**config.mk**
```make
export PLATFORM = sky130hd
export DESIGN_NAME = pos_ssc_scrambler
export DESIGN_NICKNAME = d
export VERILOG_FILES = /design/src/rtl/ssc_pkg.sv /design/src/rtl/ssc_mult_scr.sv /design/src/rtl/ssc_mult_dscr.sv /design/src/rtl/pos_ssc_scrambler.sv
export SDC_FILE = /design/constraint.sdc
export NUM_CORES = 1
export LEC_CHECK = 0
export BUFFER_PORTS_ARGS = -buffer_cell sky130_fd_sc_hd__buf_2
export CORE_UTILIZATION = 54
export DETAILED_ROUTE_END_ITERATION = 16
export HOLD_SLACK_MARGIN = 0.05
export PLACE_DENSITY_LB_ADDON = 0.05
export SYNTH_ARGS = -nofsm -noshare
export SYNTH_HDL_FRONTEND = slang
export SYNTH_SLANG_ARGS = --single-unit
```
**constraint.sdc**
```tcl
create_clock -name clk -period 1 [get_ports clk]
set_input_delay 0.1 -clock clk [delete_from_list [all_inputs] [get_ports clk]]
set_output_delay 0.1 -clock clk [all_outputs]
set_load 0.1 [all_outputs]
```
**src/rtl/ssc_pkg.sv**
```systemverilog
package ssc_pkg;
    localparam int unsigned SSC_BYTE_W = 8;
    localparam int unsigned SSC_DELAY  = 43;

    typedef enum logic {
        LK_FILL   = 1'b0,
        LK_LOCKED = 1'b1
    } lk_state_t;
endpackage

```
**src/rtl/ssc_mult_scr.sv**
```systemverilog
module ssc_mult_scr #(
    parameter int unsigned W = ssc_pkg::SSC_BYTE_W,
    parameter int unsigned D = ssc_pkg::SSC_DELAY
) (
    input  logic         clk,
    input  logic         rst_n,
    input  logic         en,
    input  logic         vld,
    input  logic [W-1:0] din,
    output logic         dout_vld,
    output logic [W-1:0] dout
);
    logic [D-1:0] hist_q;
    logic [D-1:0] hist_d;
    logic [W-1:0] scr_byte;

    // Unrolled bit-serial recurrence, MSB first; hist[0] is the newest output bit.
    always_comb begin
        logic [D-1:0] h;
        logic         b;
        h = hist_q;
        scr_byte = '0;
        for (int i = W - 1; i >= 0; i--) begin
            b = din[i] ^ h[D-1];
            scr_byte[i] = b;
            h = {h[D-2:0], b};
        end
        hist_d = h;
    end

    always_ff @(posedge clk) begin
        if (!rst_n) begin
            hist_q   <= '0;
            dout     <= '0;
            dout_vld <= 1'b0;
        end else begin
            dout_vld <= vld;
            if (vld) begin
                dout <= en ? scr_byte : din;
                if (en) begin
                    hist_q <= hist_d;
                end
            end
        end
    end
endmodule

```
**src/rtl/ssc_mult_dscr.sv**
```systemverilog
module ssc_mult_dscr #(
    parameter int unsigned W = ssc_pkg::SSC_BYTE_W,
    parameter int unsigned D = ssc_pkg::SSC_DELAY
) (
    input  logic         clk,
    input  logic         rst_n,
    input  logic         en,
    input  logic         vld,
    input  logic [W-1:0] din,
    output logic         dout_vld,
    output logic [W-1:0] dout,
    output logic         locked
);
    import ssc_pkg::*;

    localparam int unsigned LOCK_N = (D + W - 1) / W;
    localparam int unsigned CW     = $clog2(LOCK_N + 1);

    logic [D-1:0]  hist_q;
    logic [D-1:0]  hist_d;
    logic [W-1:0]  plain;
    logic          acc;
    lk_state_t     state_q;
    lk_state_t     state_d;
    logic [CW-1:0] cnt_q;

    assign acc = vld && en;

    // Received bits enter the history; MSB first.
    always_comb begin
        logic [D-1:0] h;
        h = hist_q;
        plain = '0;
        for (int i = W - 1; i >= 0; i--) begin
            plain[i] = din[i] ^ h[D-1];
            h = {h[D-2:0], din[i]};
        end
        hist_d = h;
    end

    // Next-state logic of the lock machine.
    always_comb begin
        state_d = state_q;
        unique case (state_q)
            LK_FILL: begin
                if (acc && (cnt_q == CW'(LOCK_N - 1))) begin
                    state_d = LK_LOCKED;
                end
            end
            LK_LOCKED: begin
                state_d = LK_LOCKED;
            end
            default: state_d = LK_FILL;
        endcase
    end

    // State register and fill counter.
    always_ff @(posedge clk) begin
        if (!rst_n) begin
            state_q <= LK_FILL;
            cnt_q   <= '0;
            hist_q  <= '0;
        end else begin
            state_q <= state_d;
            if (acc) begin
                hist_q <= hist_d;
                if (state_q == LK_FILL) begin
                    cnt_q <= cnt_q + 1'b1;
                end
            end
        end
    end

    // Output registers.
    always_ff @(posedge clk) begin
        if (!rst_n) begin
            dout     <= '0;
            dout_vld <= 1'b0;
            locked   <= 1'b0;
        end else begin
            dout_vld <= vld;
            if (vld) begin
                dout <= en ? plain : din;
            end
            if (acc) begin
                locked <= (state_q == LK_LOCKED);
            end
        end
    end
endmodule

```
**src/rtl/pos_ssc_scrambler.sv**
```systemverilog
module pos_ssc_scrambler #(
    parameter int unsigned W = ssc_pkg::SSC_BYTE_W,
    parameter int unsigned D = ssc_pkg::SSC_DELAY
) (
    input  logic         clk,
    input  logic         rst_n,
    input  logic         scr_en,
    input  logic         in_valid,
    input  logic [W-1:0] in_data,
    output logic         out_valid,
    output logic [W-1:0] out_data,
    input  logic         dscr_en,
    input  logic         rx_valid,
    input  logic [W-1:0] rx_data,
    output logic         rx_out_valid,
    output logic [W-1:0] rx_out_data,
    output logic         rx_locked
);
    ssc_mult_scr #(.W(W), .D(D)) u_scr (
        .clk      (clk),
        .rst_n    (rst_n),
        .en       (scr_en),
        .vld      (in_valid),
        .din      (in_data),
        .dout_vld (out_valid),
        .dout     (out_data)
    );

    ssc_mult_dscr #(.W(W), .D(D)) u_dscr (
        .clk      (clk),
        .rst_n    (rst_n),
        .en       (dscr_en),
        .vld      (rx_valid),
        .din      (rx_data),
        .dout_vld (rx_out_valid),
        .dout     (rx_out_data),
        .locked   (rx_locked)
    );
endmodule

```
==> summary.txt <==
Outcome
  • Outcome: complete, but fails checks
  • Failing checks: setup timing

Placed design
  • Port bufs: 40
  • RD Place Congestion: roughly 0.71
  • DP HPWL: 5640 um
  • Dpl ws: -0.0159 ns
  • DP Cell Count: slightly above 600

Synth
  • Cell count after synthesis: slightly above 500
  • Post-Syn Nets: 534
  • Mapped cell area: approximately 5000 um2
  • YS warnings: 0
  • Yosys cell types: 28
  • Register area share after synthesis: 44.5%
  • Avg Cell Area, Syn: about 9.6 um2
  • Register bit total from synthesis: ~110

STA
  • Fmax: just under 1000 MHz
  • Slew HR: between 70% and 80%
  • Final Cycle Share: 102%
  • Tmin final: 1.02 ns
  • Final slew viol count: 0
  • Final Hold Fails: 0
  • Setup Skew: approximately 0.013 ns
  • RSZ-0062 raised after global routing: yes
  • Final setup vio count: 14
  • Final setup margin: -0.0201 ns
  • Worst slew pin tran: roughly 0.44 ns

Global route
  • GRT Total Usage: between 10% and 20%
  • Vias in the first global route: ~3100
  • Largest net degree at the start of global routing: between 50 and 60
  • Initial antenna violation count: 0
  • Grt total ovfl: 0
  • First-pass GRT wire length: between 15000 and 20000 um

Pwr
  • Sw frac: 27.3%
  • Combinational Power Share: 15.6%
  • PwrDens: approximately 1500 nW/um2
  • Static leakage: 2.11 nW
  • Flop pwr share: a little over half
  • Net Sw Power: 0.00233 W
  • Peak supply drop: 0.951 mV
  • Internal Power: 0.00621 W
  • Clock power share: between 30 and 40%
  • Power after layout: 0.00854 W

Clock network
  • H-tree Lvls: 3
  • Clock-pin slew on the worst setup and hold paths: 0.10 ns
  • Clock buffer depth: 2
  • Root Driver: clkbuf_8
  • CTS Buf Count: 9
  • Worst skew pair latency: between 0.3 and 0.4 ns
  • Clk sinks: 109
  • CTS tree: yes

Die
  • Die width: around 97 um
  • Num rows: 34
  • Die H: 97.3 um
  • Starting density of the core: between 50% and 60%
  • Ports: 41
  • Total Die Area: roughly 9500 um2
  • Core area: approximately 9000 um2

Min path
  • Worst hold start: rst_n
  • HP Class: in2reg
  • Hold path cells: 3
  • End of the worst hold path: u_dscr.state_q

Setup path
  • Critical Path End Type: output port
  • Cells along the critical path: buf_12
  • FF-to-FF End: u_dscr.cnt_q[1]
  • Flop2flop setup slack: 0.03 ns
  • CP Class: reg2out
  • Buffers and inverters on the worst path: 1
  • CP peak stage delay: ~0.38 ns
  • R2R cell count: 4
  • CP Max Fanout: 2
  • Worst path arrival time: between 0.9 and 1 ns
  • Critical Path RT: around 0.90 ns
  • Crit path max-delay family: flip-flops
  • Crit path launch type: flip-flop
  • RR Startpoint: u_dscr.cnt_q[1]
  • Slowest CP cell: dfxtp_4

Final layout
  • Fillers: approximately 750
  • Nets: 560
  • Commonest cells after routing, fill and taps aside: dfxtp_1, a21oi_1, nand3_1
  • Most common cell after layout, fill and taps aside: dfxtp_1
  • Area grow syn2layout: 18.8%
  • Diode count: 0
  • Non-Filler Instances: between 600 and 700
  • Layout cell share with drive strength beyond 1: a little over 30%

Drt
  • Final WL: approximately 9100 um
  • Pre-antenna DRT Iters: 5
  • Initial drt markers: 184
  • Antenna Nets Post-Route: 0
  • DR DRC count: 0
  • Vias/cell: 5.59
  • Per-cell routed wire length: 14.1 um
  • Routed vias: approximately 3600

Job
  • Maxcap violations: 0
[state kept, by name, indices dropped and copies added (netlist names)]
register / flops
u_scr.hist_q: 43
u_scr.dout: 8
u_dscr.dout: 8
u_dscr.cnt_q: 3
u_dscr.state_q: 1
u_scr.dout_vld: 1
u_dscr.hist_q: 43
u_dscr.locked: 1
u_dscr.dout_vld: 1
[what timing repair did]
action | CTS | global route
hold buffers | 14 | 0
resized for setup | 0 | 1
hold endpoints to repair | 18 | 0
setup endpoints to repair | 18 | 20
buffers inserted | 2 | 0
[worst max-delay path by stage]
stage                   startpoint  cells past startpoint         endpoint  slack [ns]
CTS                 u_dscr.dout[7]                      1   rx_out_data[7]       -0.03
global placement            scr_en                      3  u_scr.hist_q[4]        0.03
detailed placement          scr_en                      3  u_scr.hist_q[6]       -0.02
global route        u_dscr.dout[6]                      1   rx_out_data[6]       -0.05
finish              u_dscr.dout[7]                      1   rx_out_data[7]       -0.02
floorplan            u_dscr.locked                      2    u_dscr.locked       -0.08
[worst min-delay path: cells and delay by family]
kind / cells / cell delay [ns]
and+or+nand+nor: 1 / 0.10
buffers and inverters: 2 / 0.19
[metal layers]
metal,track usage [%],share of wire [%]
met1,32.1,56
met2,26.1,39
met3,3.09,3.9
met4,6.45,1.1
met5,0,0
[layout make-up]
cell class / instances / area, um2 / share of cell area [%]
tap: 108 / 135 / 2.32
inverter: 2 / 7.51 / 0.129
clock inverter: 3 / 45.0 / 0.773
multi-input combinational: 342 / 2380 / 40.9
clock buffer: 13 / 149 / 2.55
timing repair buffer: 72 / 898 / 15.4
sequential: 109 / 2210 / 37.9
[power groups by stage]
stage | Clock (W) | Sequential [W] | Combinational [W]
6_report | 0.00266 | 0.00454 | 0.00133
5_1_grt | 0.00291 | 0.00456 | 0.00142
4_1_cts | 0.00273 | 0.00454 | 0.00134
3_5_place_dp | 0 | 0.00464 | 0.00128
3_3_place_gp | 0 | 0.00464 | 0.00127
2_1_floorplan | 0 | 0.00496 | 0.000556
[synthesized netlist by cell type, drive strengths merged]
| master | number | area (um2) |
|---|---|---|
| dfxtp | 109 | 2180 |
| a21bo | 95 | 951 |
| a21oi | 87 | 435 |
| nand3 | 79 | 395 |
| buf | 43 | 280 |
| a31oi | 16 | 100 |
| nand3b | 16 | 120 |
| o21ai | 16 | 80.1 |
| clkbuf | 14 | 52.6 |
| a211oi | 8 | 100 |
| xnor2 | 8 | 70.1 |
| and2 | 3 | 18.8 |
| ha | 2 | 25.0 |
| inv | 2 | 7.50 |
| mux2i | 2 | 20.0 |
| nand2 | 2 | 7.51 |
| nand2b | 2 | 12.5 |
| nand4b | 2 | 17.5 |
| a41oi | 1 | 8.76 |
| and3b | 1 | 8.76 |
| nor2 | 1 | 3.75 |
| o211a | 1 | 10.0 |
[cells by family (layout without fill, tap and decap cells)]
| family | Yosys count | after routing | share of synthesized area [%] |
|---|---|---|---|
| AND/OR/NAND/NOR | 106 | 106 | 11.9 |
| multiplexers | 2 | 2 | 0.408 |
| flip-flops | 109 | 109 | 44.5 |
| XOR/XNOR | 8 | 8 | 1.43 |
| buffers and inverters | 59 | 90 | 6.93 |
| AO/OA/AOI/OAI | 224 | 224 | 34.3 |
| adder cells (fa/ha/maj) | 2 | 2 | 0.510 |
[stage by stage]
| step | util, % | setup TNS (ns) | instance area [um2] | hold WS, ns |
|---|---|---|---|---|
| floorplan | - | -0.0814 | 4930 | 0.228 |
| global route | 66.5 | -0.683 | 5830 | 0.0637 |
| CTS | 66.5 | -0.284 | 5830 | 0.0535 |
| detailed placement | 62.5 | -0.0621 | 5480 | 0.402 |
| finish | 66.5 | -0.118 | 5830 | 0.0581 |
| global placement | 62.5 | 0 | 5480 | 0.399 |
(Power assumes the default switching activity.)
